File: src/rtl/imod_pkg.sv
package imod_pkg;

   // Per-cycle action of the interval timer, in priority order.
   typedef enum logic [2:0] {
      TMR_OFF,     // disabled or zero interval: hold cleared
      TMR_CANCEL,  // utilization interrupt restarts the interval
      TMR_EXPIRE,  // last tick of the interval
      TMR_COUNT,   // tick inside the interval
      TMR_WAIT     // no tick this cycle
   } tmr_act_e;

   localparam int unsigned PCT_FULL = 100;

endpackage

File: src/rtl/imod_band_select.sv
module imod_band_select #(
   parameter int unsigned NUM_BANDS = 4,
   parameter int unsigned PCT_W     = 7,
   localparam int unsigned BAND_W   = (NUM_BANDS > 1) ? $clog2(NUM_BANDS) : 1
) (
   input  logic                             clk,
   input  logic                             rst_n,
   input  logic [PCT_W-1:0]                 util_pct,
   input  logic [(NUM_BANDS-1)*PCT_W-1:0]   band_limit,
   output logic [BAND_W-1:0]                band
);

   localparam logic [BAND_W-1:0] LAST_BAND = BAND_W'(NUM_BANDS - 1);

   logic [NUM_BANDS-2:0] hit;

   // One comparator per limited band.
   generate
      for (genvar g = 0; g < NUM_BANDS - 1; g++) begin : g_cmp
         assign hit[g] = (util_pct <= band_limit[g*PCT_W +: PCT_W]);
      end
   endgenerate

   // Lowest qualifying band wins; none qualifying falls to the last band.
   always_comb begin
      band = LAST_BAND;
      for (int i = NUM_BANDS - 2; i >= 0; i--) begin
         if (hit[i]) band = BAND_W'(i);
      end
   end

   assert_band_qualifies_R1: assert property (@(posedge clk) disable iff (!rst_n)
      (band != LAST_BAND) |-> hit[band]);

   assert_last_band_no_hit_R1: assert property (@(posedge clk) disable iff (!rst_n)
      (band == LAST_BAND) |-> (hit[NUM_BANDS-2] == 1'b0 || NUM_BANDS == 2 || hit == '0));

endmodule

File: src/rtl/imod_util_trigger.sv
module imod_util_trigger #(
   parameter int unsigned CNT_W = 16
) (
   input  logic             clk,
   input  logic             rst_n,
   input  logic             enable,
   input  logic             frame_done,
   input  logic             period_end,
   input  logic [CNT_W-1:0] thresh,
   output logic             fire,
   output logic             pulse
);

   localparam logic [CNT_W-1:0] CNT_MAX = '1;
   localparam logic [CNT_W-1:0] CNT_ONE = CNT_W'(1);

   generate
      if (CNT_W < 2) begin : g_bad_width
         $error("imod_util_trigger: CNT_W must be at least 2");
      end
   endgenerate

   logic [CNT_W-1:0] cnt_q;

   assign fire = enable && period_end && (cnt_q >= thresh);

   always_ff @(posedge clk) begin
      if (!rst_n) begin
         cnt_q <= '0;
         pulse <= 1'b0;
      end else begin
         pulse <= fire;
         if (!enable) begin
            cnt_q <= '0;
         end else if (fire) begin
            cnt_q <= frame_done ? CNT_ONE : '0;
         end else if (frame_done && cnt_q != CNT_MAX) begin
            cnt_q <= cnt_q + CNT_ONE;
         end
      end
   end

   assert_pulse_follows_strobe_R2: assert property (@(posedge clk) disable iff (!rst_n)
      pulse |-> $past(period_end));

   assert_count_restart_R3: assert property (@(posedge clk) disable iff (!rst_n)
      fire |=> (cnt_q <= CNT_ONE));

   assert_count_saturates_R3: assert property (@(posedge clk) disable iff (!rst_n)
      (enable && !fire && frame_done && cnt_q == CNT_MAX) |=> (cnt_q == CNT_MAX));

   assert_count_held_off_R8: assert property (@(posedge clk) disable iff (!rst_n)
      !enable |=> (cnt_q == '0));

endmodule

File: src/rtl/imod_interval_timer.sv
module imod_interval_timer
   import imod_pkg::*;
#(
   parameter int unsigned TMR_W = 16
) (
   input  logic             clk,
   input  logic             rst_n,
   input  logic             enable,
   input  logic             tick,
   input  logic             frame_done,
   input  logic [TMR_W-1:0] interval,
   input  logic             continuous,
   input  logic             auto_cancel,
   input  logic             util_fire,
   output logic             pulse
);

   localparam int unsigned EXT_W = TMR_W + 1;

   generate
      if (TMR_W < 1) begin : g_bad_width
         $error("imod_interval_timer: TMR_W must be at least 1");
      end
   endgenerate

   logic [TMR_W-1:0] cnt_q;
   logic             traffic_q;
   logic [EXT_W-1:0] cnt_inc;
   tmr_act_e         act;

   assign cnt_inc = EXT_W'(cnt_q) + EXT_W'(1);

   always_comb begin
      if (!enable || interval == '0)        act = TMR_OFF;
      else if (auto_cancel && util_fire)    act = TMR_CANCEL;
      else if (tick)                        act = (cnt_inc >= EXT_W'(interval)) ? TMR_EXPIRE : TMR_COUNT;
      else                                  act = TMR_WAIT;
   end

   always_ff @(posedge clk) begin
      if (!rst_n) begin
         cnt_q     <= '0;
         traffic_q <= 1'b0;
         pulse     <= 1'b0;
      end else begin
         pulse <= 1'b0;
         unique case (act)
            TMR_OFF: begin
               cnt_q     <= '0;
               traffic_q <= 1'b0;
            end
            TMR_CANCEL: begin
               cnt_q     <= '0;
               traffic_q <= frame_done;
            end
            TMR_EXPIRE: begin
               cnt_q     <= '0;
               traffic_q <= 1'b0;
               pulse     <= traffic_q || frame_done || continuous;
            end
            TMR_COUNT: begin
               cnt_q     <= cnt_inc[TMR_W-1:0];
               traffic_q <= traffic_q || frame_done;
            end
            default: begin
               traffic_q <= traffic_q || frame_done;
            end
         endcase
      end
   end

   assert_pulse_on_tick_R4: assert property (@(posedge clk) disable iff (!rst_n)
      pulse |-> $past(tick));

   assert_zero_interval_R7: assert property (@(posedge clk) disable iff (!rst_n)
      (interval == '0) |=> !pulse);

   assert_cancel_wins_R6: assert property (@(posedge clk) disable iff (!rst_n)
      (enable && auto_cancel && util_fire) |=> !pulse);

   assert_continuous_fires_R5: assert property (@(posedge clk) disable iff (!rst_n)
      (act == TMR_EXPIRE && continuous) |=> pulse);

endmodule

File: src/rtl/tx_irq_moderator.sv
module tx_irq_moderator #(
   parameter int unsigned NUM_BANDS = 4,
   parameter int unsigned PCT_W     = 7,
   parameter int unsigned CNT_W     = 16,
   parameter int unsigned TMR_W     = 16
) (
   input  logic                           clk,
   input  logic                           rst_n,
   input  logic                           frame_done,
   input  logic [PCT_W-1:0]               util_pct,
   input  logic                           util_valid,
   input  logic                           us_tick,
   input  logic                           cfg_enable,
   input  logic [(NUM_BANDS-1)*PCT_W-1:0] cfg_band_limit,
   input  logic [NUM_BANDS*CNT_W-1:0]     cfg_band_thresh,
   input  logic [TMR_W-1:0]               cfg_interval,
   input  logic                           cfg_auto_cancel,
   input  logic                           cfg_continuous,
   output logic                           util_irq,
   output logic                           timer_irq,
   output logic                           irq
);

   localparam int unsigned BAND_W = (NUM_BANDS > 1) ? $clog2(NUM_BANDS) : 1;

   generate
      if (NUM_BANDS < 2 || NUM_BANDS > 16) begin : g_bad_bands
         $error("tx_irq_moderator: NUM_BANDS must be 2..16");
      end
      if ((1 << PCT_W) <= imod_pkg::PCT_FULL) begin : g_bad_pct
         $error("tx_irq_moderator: PCT_W too narrow for a full-scale percentage");
      end
   endgenerate

   logic [BAND_W-1:0] band;
   logic [CNT_W-1:0]  sel_thresh;
   logic              util_fire;

   imod_band_select #(
      .NUM_BANDS (NUM_BANDS),
      .PCT_W     (PCT_W)
   ) u_band (
      .clk        (clk),
      .rst_n      (rst_n),
      .util_pct   (util_pct),
      .band_limit (cfg_band_limit),
      .band       (band)
   );

   assign sel_thresh = cfg_band_thresh[band*CNT_W +: CNT_W];

   imod_util_trigger #(
      .CNT_W (CNT_W)
   ) u_util (
      .clk        (clk),
      .rst_n      (rst_n),
      .enable     (cfg_enable),
      .frame_done (frame_done),
      .period_end (util_valid),
      .thresh     (sel_thresh),
      .fire       (util_fire),
      .pulse      (util_irq)
   );

   imod_interval_timer #(
      .TMR_W (TMR_W)
   ) u_timer (
      .clk         (clk),
      .rst_n       (rst_n),
      .enable      (cfg_enable),
      .tick        (us_tick),
      .frame_done  (frame_done),
      .interval    (cfg_interval),
      .continuous  (cfg_continuous),
      .auto_cancel (cfg_auto_cancel),
      .util_fire   (util_fire),
      .pulse       (timer_irq)
   );

   assign irq = util_irq | timer_irq;

   assert_quiet_when_off_R8: assert property (@(posedge clk) disable iff (!rst_n)
      !cfg_enable |=> (!util_irq && !timer_irq));

   assert_util_needs_enable_R2: assert property (@(posedge clk) disable iff (!rst_n)
      util_irq |-> $past(cfg_enable));

endmodule

File: config.mk
export PLATFORM = sky130hd
export DESIGN_NAME = tx_irq_moderator
export DESIGN_NICKNAME = d
export VERILOG_FILES = /design/src/rtl/imod_pkg.sv /design/src/rtl/imod_band_select.sv /design/src/rtl/imod_util_trigger.sv /design/src/rtl/imod_interval_timer.sv /design/src/rtl/tx_irq_moderator.sv
export SDC_FILE = /design/constraint.sdc
export NUM_CORES = 1
export LEC_CHECK = 0
export BUFFER_PORTS_ARGS = -buffer_cell sky130_fd_sc_hd__buf_4
export CORE_MARGIN = 1
export CORE_UTILIZATION = 57
export CTS_BUF_LIST = sky130_fd_sc_hd__clkbuf_16
export DETAILED_ROUTE_END_ITERATION = 10
export PLACE_DENSITY = 0.87
export SYNTH_ARGS = -nofsm -noshare
export SYNTH_HDL_FRONTEND = slang
export SYNTH_SLANG_ARGS = --single-unit
File: constraint.sdc
create_clock -name clk -period 10.5 [get_ports clk]
set_clock_uncertainty 0.05 [all_clocks]
set_input_delay 2.1 -clock clk [delete_from_list [all_inputs] [get_ports clk]]
set_output_delay 2.1 -clock clk [all_outputs]
set_load 0.1 [all_outputs]
==> results of run 1 <==
[placed cells by master, fill, tap and decap left out, drive strengths merged, types with 2 or more instances in the layout]
cell type / n
a211oi: 3
nor3: 9
a22oi: 17
and3: 6
o31a: 3
ha: 55
o311ai: 16
xor2: 8
or2: 9
a21oi: 21
xnor2: 14
o21ai: 11
a21o: 3
and4: 4
nand4: 23
dfxtp: 35
and2: 8
nor2b: 11
buf: 118
nand3: 10
o211ai: 24
clkbuf: 5
nor4: 7
a31oi: 3
inv: 59
a2111oi: 2
a32oi: 7
nor2: 43
nand2: 29
o21a: 20
clkinv: 2
[area by class of cell]
type / count / area share
well taps: 77 / 0.0201
clock inverters: 2 / 0.00182
multi-input cells: 377 / 0.575
clock buffers: 5 / 0.0261
flip-flops and latches: 35 / 0.146
inverters: 59 / 0.0461
repair buffers: 118 / 0.185
[through the flow]
stage | utilization | hold WS [ns]
after floorplan | - | 0.413
after global placement | 0.731 | 0.425
after detailed placement | 0.731 | 0.464
after CTS | 0.752 | 0.472
after global routing | 0.752 | 0.512
final | 0.752 | 0.477
[kinds of logic after synthesis]
| family | after synthesis |
|---|---|
| AOI/OAI and AO/OA | 134 |
| xor gates and xnor gates | 22 |
| adders and majority gates | 55 |
| buffers and inverters | 79 |
| DFF | 35 |
| muxes | 1 |
| and+or+nand+nor | 165 |
[worst reg2reg max path, stage by stage, from the launching register on]
cell and delay (ns):
dfxtp_1 0.41, and4_1 0.25, nand4_1 0.32, o21a_1 0.30, or2_2 0.32, ha_1 0.30
nor3_1 0.25, nor2_1 0.11, a22oi_1 0.19, and3_1 0.64, a22oi_1 0.20, a221oi_2 0.26
[layer usage]
layer | global-route usage | part of all wire | up-vias
met4 | 0.139 | 0.028 | 0
met2 | 0.535 | 0.48 | 209
met1 | 0.389 | 0.41 | 1850
li1 | - | - | 2019
met3 | 0.0465 | 0.084 | 28
met5 | 0 | 0 | -
[worst min path at each step]
| stage | slack [ns] | to | from |
|---|---|---|---|
| 6_report | 0.48 | u_timer.cnt_q[13] | u_timer.cnt_q[13] |
| 5_1_grt | 0.51 | u_timer.cnt_q[14] | u_timer.cnt_q[14] |
| 4_1_cts | 0.47 | u_timer.cnt_q[14] | u_timer.cnt_q[14] |
| 3_5_place_dp | 0.46 | u_timer.cnt_q[11] | u_timer.cnt_q[11] |
| 3_3_place_gp | 0.42 | u_timer.cnt_q[13] | u_timer.cnt_q[13] |
| 2_1_floorplan | 0.41 | u_timer.cnt_q[13] | u_timer.cnt_q[13] |
[sequential cells by signal (all words and copies together), names as in the netlist]
name               flops
u_timer.cnt_q         16
u_util.cnt_q          16
u_timer.pulse          1
u_timer.traffic_q      1
u_util.pulse           1
[where the power goes]
| part | internal [mW] | switching, mW |
|---|---|---|
| clock network | 0.0851 | 0.0536 |
| logic | 0.0628 | 0.0622 |
| registers | 0.134 | 0.000701 |
==> summary.md, run 1 <==
| Metric | Value |
|---|---|
| DR WL/cell | 15.9 um |
| Clock Sinks | 35 |
| Synthesized cell area | 0.00379 mm^2 |
| Worst setup endpoint | u_timer.traffic_q |
| Cell Count Post-Placement | 666 |
| Max Freq | 158 MHz |
| R2r startpoint | u_timer.cnt_q[5] |
| Die Area | 0.00697 mm^2 |
| WS Path Type | input pin to flip-flop |
| Routed Antenna Nets | 0 |
| Starting density of the core | 0.593 |
| CORE AREA | 0.00639 mm^2 |
| Diode count | 0 |
| Post-synthesis cell type count | 52 |
| DRC | 0 |
| Crit path cell chain | buf_4 -> ha_1 -> a21o_1 -> a21oi_1 -> nor2b_1 -> o31a_1 -> mux2i_1 -> o211ai_1 -> ha_1 -> nand2b_1 -> a2111oi_0 -> or4b_1 -> a31oi_2 -> and2_1 -> a221oi_2 |
| CTS tree | yes |
| Syn Inst Count | 491 |
| Hpwl dp | 8570 um |
| Final worst-path cycle share | 0.605 |
| Worst path slowest cell | nor2b_1 |
| Syn avg cell area | 7.71 um^2 |
| Vias | 4106 |
| Top cell family by delay on the critical path | simple AND/OR/NAND/NOR gates |
| Yosys top cell by area | dfxtp_1 |
| Layout area overhead | 26.8% |
| Syn nets | 662 |
| Worst path most repeated cell | ha_1 |
| Crit path depth | 15 |
| Slowest stage delay, CP | 0.65 ns |
| GP Congestion | 0.916 |
| Slew at the pin closest to its max-slew limit | 1.12 ns |
| Post-Route WL | 10700 um |
| Yosys top cell area share | 0.185 |
| Share of synthesized registers carrying an async set or reset | 0 |
| CTS clk-pin slew, worst paths | 0.05 ns |
| CP startpoint | util_pct[4] |
| Hold depth | 2 |
| Worst r2r path cells | 11 |
| Top post-synthesis cells by area | dfxtp_1 19%, ha_1 18%, inv_1 5.8% |
| Setup Total Neg Slack | 0 ns |
| Die Y | 83.5 um |
| Layout fillers | 485 |
| Post-synthesis sequential area ratio | 0.185 |
| Fin. Hold Viols | 0 |
| Required time worst endpoint | 10.59 ns |
| Initial antenna violation count | 0 |
| Arrival time at the worst endpoint | 6.44 ns |
| Worst reg2reg path endpoint | u_timer.traffic_q |
| CTS H-tree depth | 2 |
| Flop2flop setup slack | 6.82 ns |
| Dominant register cell in the synthesized netlist | dfxtp_1 |
| I/O Buffers | 118 |
| Slew margin rel. | 0.251 |
| Footprint of the multi-input gates | 0.00276 mm^2 |
| Overall power | 398 uW |
| 1st-pass router iterations | 6 |
| Post-synth EDFFs | 0 |
| RSZ-0062 raised after global routing | false |
| Min Tclk post-route | 6.35 ns |
| Post-synthesis adder-cell area fraction | 0.182 |
| Synth Area in Simple Gates | 0.232 |
| Slew Viols, Final | 0 |
| Post CTS Setup Buffer Count | 0 |
| Share of cells above drive strength 1 | 0.250 |
| Final setup viols | 0 |
| Hold Crit Class | flip-flop to flip-flop |
| Post-synthesis compound-gate area fraction | 0.261 |
| Maximum clock path buffer count | 2 |
| Iteration-0 DRC Markers | 331 |
| Crit Path Max Fanout | 17 |
| Largest family of logic cells by synthesized area | compound AO/OA/AOI/OAI gates |
| GR Util All Layers | 0.313 |
| Most frequent cells after synthesis | 59 x inv_1, 55 x ha_1, 35 x dfxtp_1 |
| Post-CTS Resized | 0 |
| Clk Latency, worst-skew pair | 0.28 ns |
| Cell Rows | 29 |
| Placed Area | 0.00467 mm^2 |
| Post-CTS Hold Buffers | 0 |
| Largest net degree at the start of global routing | 33 |
| Post-route insts no fill | 673 |
| First-pass GRT wire length | 18000 um |
| Post-synthesis xor/xnor area fraction | 0.0509 |
| PwrDens | 82.9 mW/mm^2 |
| Post-synthesis sequential element count | 35 |
| Total gr overflow | 0 |
| # IOs | 119 |
| Leak pwr | 2.27 nW |
| Startpoint Class | input pin |
| Pre-CTS setup slack | 3.91 ns |
| Max_cap viols | 0 |
| Ys Warns | 0 |
| Nets | 767 |
| Number of global-route vias before repair | 4134 |
| Min setup slack post-route | 4.15 ns |
| Status | completed |
| Finished Cell Area | 0.00480 mm^2 |
| Via density per instance | 6.10 |
| Worst setup EP type | flip-flop |
| Peak supply drop | 0.000133 V |
| Most frequent cell after synthesis | inv_1 |
| CTS buffer count | 5 |
| Width of the die | 83.5 um |
| FF+latch area | 701 um^2 |
| Crit path buffers/inverters | 1 |
| Post-synthesis mux area share | 0.00264 |
| Clk root buf | clkbuf_16 |
No activity file was read; power rests on OpenSTA's default activity.
==> run 2, diff against run 1 <==
--- a/config.mk
+++ b/config.mk
@@ -7,10 +7,10 @@
 export LEC_CHECK = 0
 export BUFFER_PORTS_ARGS = -buffer_cell sky130_fd_sc_hd__buf_4
 export CORE_MARGIN = 1
-export CORE_UTILIZATION = 57
+export CORE_UTILIZATION = 53
 export CTS_BUF_LIST = sky130_fd_sc_hd__clkbuf_16
 export DETAILED_ROUTE_END_ITERATION = 10
-export PLACE_DENSITY = 0.87
+export PLACE_DENSITY = 0.81
 export SYNTH_ARGS = -nofsm -noshare
 export SYNTH_HDL_FRONTEND = slang
 export SYNTH_SLANG_ARGS = --single-unit
==> constraint.sdc (replaced) <==
create_clock -name clk -period 6.2 [get_ports clk]
set_clock_uncertainty 0.05 [all_clocks]
set_input_delay 1.24 -clock clk [delete_from_list [all_inputs] [get_ports clk]]
set_output_delay 1.24 -clock clk [all_outputs]
set_load 0.1 [all_outputs]
==> run 2 against run 1 <==
Sequential share of layout area down 0.13 points. First-iteration DRC count shrank 37%. Die area is 7.4% higher. Critical path depth stayed put. Hold slack worse by 0.031 ns. Total power rose by 71%. Sequential power rose by 69%. Non-clock buffer count up 1. Register-to-register slack lost 4.3 ns. Setup slack got worse by 3.4 ns. Critical path type unchanged. Largest cell class unchanged.
==> summary.md, run 2 (synthesized netlist as in run 1, its figures left out) <==
| Metric | Value |
|---|---|
| Status | completed |
| R2r startpoint | u_timer.cnt_q[0] |
| Nets | 768 |
| Routed Antenna Nets | 0 |
| Footprint of the multi-input gates | 0.00276 mm^2 |
| Hpwl dp | 8700 um |
| Width of the die | 86.5 um |
| Post-Route WL | 10700 um |
| Vias | 4091 |
| Number of global-route vias before repair | 3945 |
| Startpoint Class | input pin |
| Worst path slowest cell | nor2b_1 |
| Share of cells above drive strength 1 | 0.253 |
| Maximum clock path buffer count | 2 |
| FF+latch area | 701 um^2 |
| CTS H-tree depth | 2 |
| Slowest stage delay, CP | 0.64 ns |
| Final worst-path cycle share | 0.884 |
| Total gr overflow | 0 |
| Layout area overhead | 27.9% |
| Most common cell after layout, fill and taps aside | buf_4 |
| DR WL/cell | 15.4 um |
| Slew at the pin closest to its max-slew limit | 1.15 ns |
| Setup Total Neg Slack | 0 ns |
| RSZ-0062 raised after global routing | false |
| DRC | 0 |
| Fin. Hold Viols | 0 |
| Top flop regs | u_timer.cnt_q (16), u_util.cnt_q (16) |
| Crit Path Max Fanout | 17 |
| CTS tree | yes |
| Post-CTS Hold Buffers | 0 |
| I/O Buffers | 118 |
| WS Path Type | input pin to flip-flop |
| GP Congestion | 0.931 |
| Initial antenna violation count | 0 |
| Arrival time at the worst endpoint | 5.57 ns |
| Hold depth | 2 |
| Worst setup EP type | flip-flop |
| Layout fillers | 555 |
| Clk root buf | clkbuf_16 |
| Diode count | 0 |
| CP startpoint | util_pct[4] |
| Max Freq | 182 MHz |
| Via density per instance | 5.89 |
| # IOs | 119 |
| Worst Hold End | u_timer.cnt_q[13] |
| Slew Viols, Final | 0 |
| Worst r2r path cells | 12 |
| Post CTS Setup Buffer Count | 0 |
| Die Y | 86.5 um |
| Iteration-0 DRC Markers | 208 |
| Peak supply drop | 0.000104 V |
| Required time worst endpoint | 6.29 ns |
| Max_cap viols | 0 |
| Slew margin rel. | 0.233 |
| Flop2flop setup slack | 2.49 ns |
| Leak pwr | 2.27 nW |
| 1st-pass router iterations | 5 |
| CORE AREA | 0.00683 mm^2 |
| CTS clk-pin slew, worst paths | 0.06 ns |
| Cell Rows | 30 |
| Min Tclk post-route | 5.48 ns |
| CTS buffer count | 5 |
| Layout Utilization | 0.709 |
| Pre-CTS setup slack | 0.502 ns |
| Die Area | 0.00749 mm^2 |
| Post-CTS Resized | 0 |
| GR Util All Layers | 0.291 |
| Clk Latency, worst-skew pair | 0.28 ns |
| Final setup viols | 0 |
| Clock Sinks | 35 |
| First-pass GRT wire length | 17300 um |
| Hold Crit Class | flip-flop to flip-flop |
| Largest net degree at the start of global routing | 33 |
| PwrDens | 141 mW/mm^2 |
| Hold Path Origin | u_timer.cnt_q[13] |
| Starting density of the core | 0.554 |
| Worst reg2reg path endpoint | u_timer.traffic_q |
| Worst path most repeated cell | ha_1 |
| Crit path cell chain | buf_4 -> ha_1 -> a21o_1 -> a21oi_1 -> nor2b_1 -> o31a_1 -> mux2i_1 -> o211ai_1 -> ha_1 -> nand2b_1 -> a2111oi_0 -> or4b_1 -> a31oi_2 -> and2_1 -> a221oi_2 |
| Most frequent cells in the layout | 119 x buf_4, 59 x inv_1, 55 x ha_1, 35 x dfxtp_1, 33 x nor2_1 |
| Min setup slack post-route | 0.717 ns |
## run 2: worst max-delay path by stage
| stage | endpoint | slack (ns) | depth (start not counted) |
|---|---|---|---|
| finish | u_timer.traffic_q | 0.72 | 15 |
| global route | u_timer.traffic_q | 0.37 | 15 |
| CTS | u_timer.traffic_q | 0.78 | 15 |
| detailed placement | u_timer.traffic_q | 0.50 | 15 |
| global placement | u_timer.traffic_q | 0.60 | 15 |
| floorplan | u_util.cnt_q[7] | 1.49 | 17 |
## run 2: layout make-up
type,instances,area share
clock buffer,5,0.0258
multi-input combinational,377,0.570
timing repair buffer,119,0.184
inverter,59,0.0457
tap,96,0.0248
sequential,35,0.145
clock inverter,3,0.00413
## run 2: stage by stage
step	instance area (um^2)	std cells	hold slack [ns]	total power, mW
final	4840	694	0.447	0.682
after CTS	4840	694	0.449	0.684
after floorplan	3790	491	0.413	0.354
after global placement	4700	686	0.425	0.438
after detailed placement	4700	686	0.441	0.445
after global routing	4840	694	0.492	0.717
## run 2: metal layers
metal,part of all wire,track usage,routed length [um],vias to the layer above
li1,-,-,-,2018
met1,0.42,0.355,4520,1864
met2,0.47,0.499,5070,172
met3,0.062,0.0505,663,37
met4,0.041,0.129,433,0
met5,0,0,0,-
## run 2: critical path: cells and delay by family
family | cells | cell delay [ns]
buf+inv | 1 | 0.12
fa+ha+maj | 2 | 0.59
simple gates | 4 | 1.89
mux | 1 | 0.26
compound gates | 7 | 1.45
## run 2: report_power, final
group / switching (mW) / internal [mW]
clock: 0.0914 / 0.148
sequential: 0.00113 / 0.226
combinational: 0.107 / 0.108
total: 0.200 / 0.482
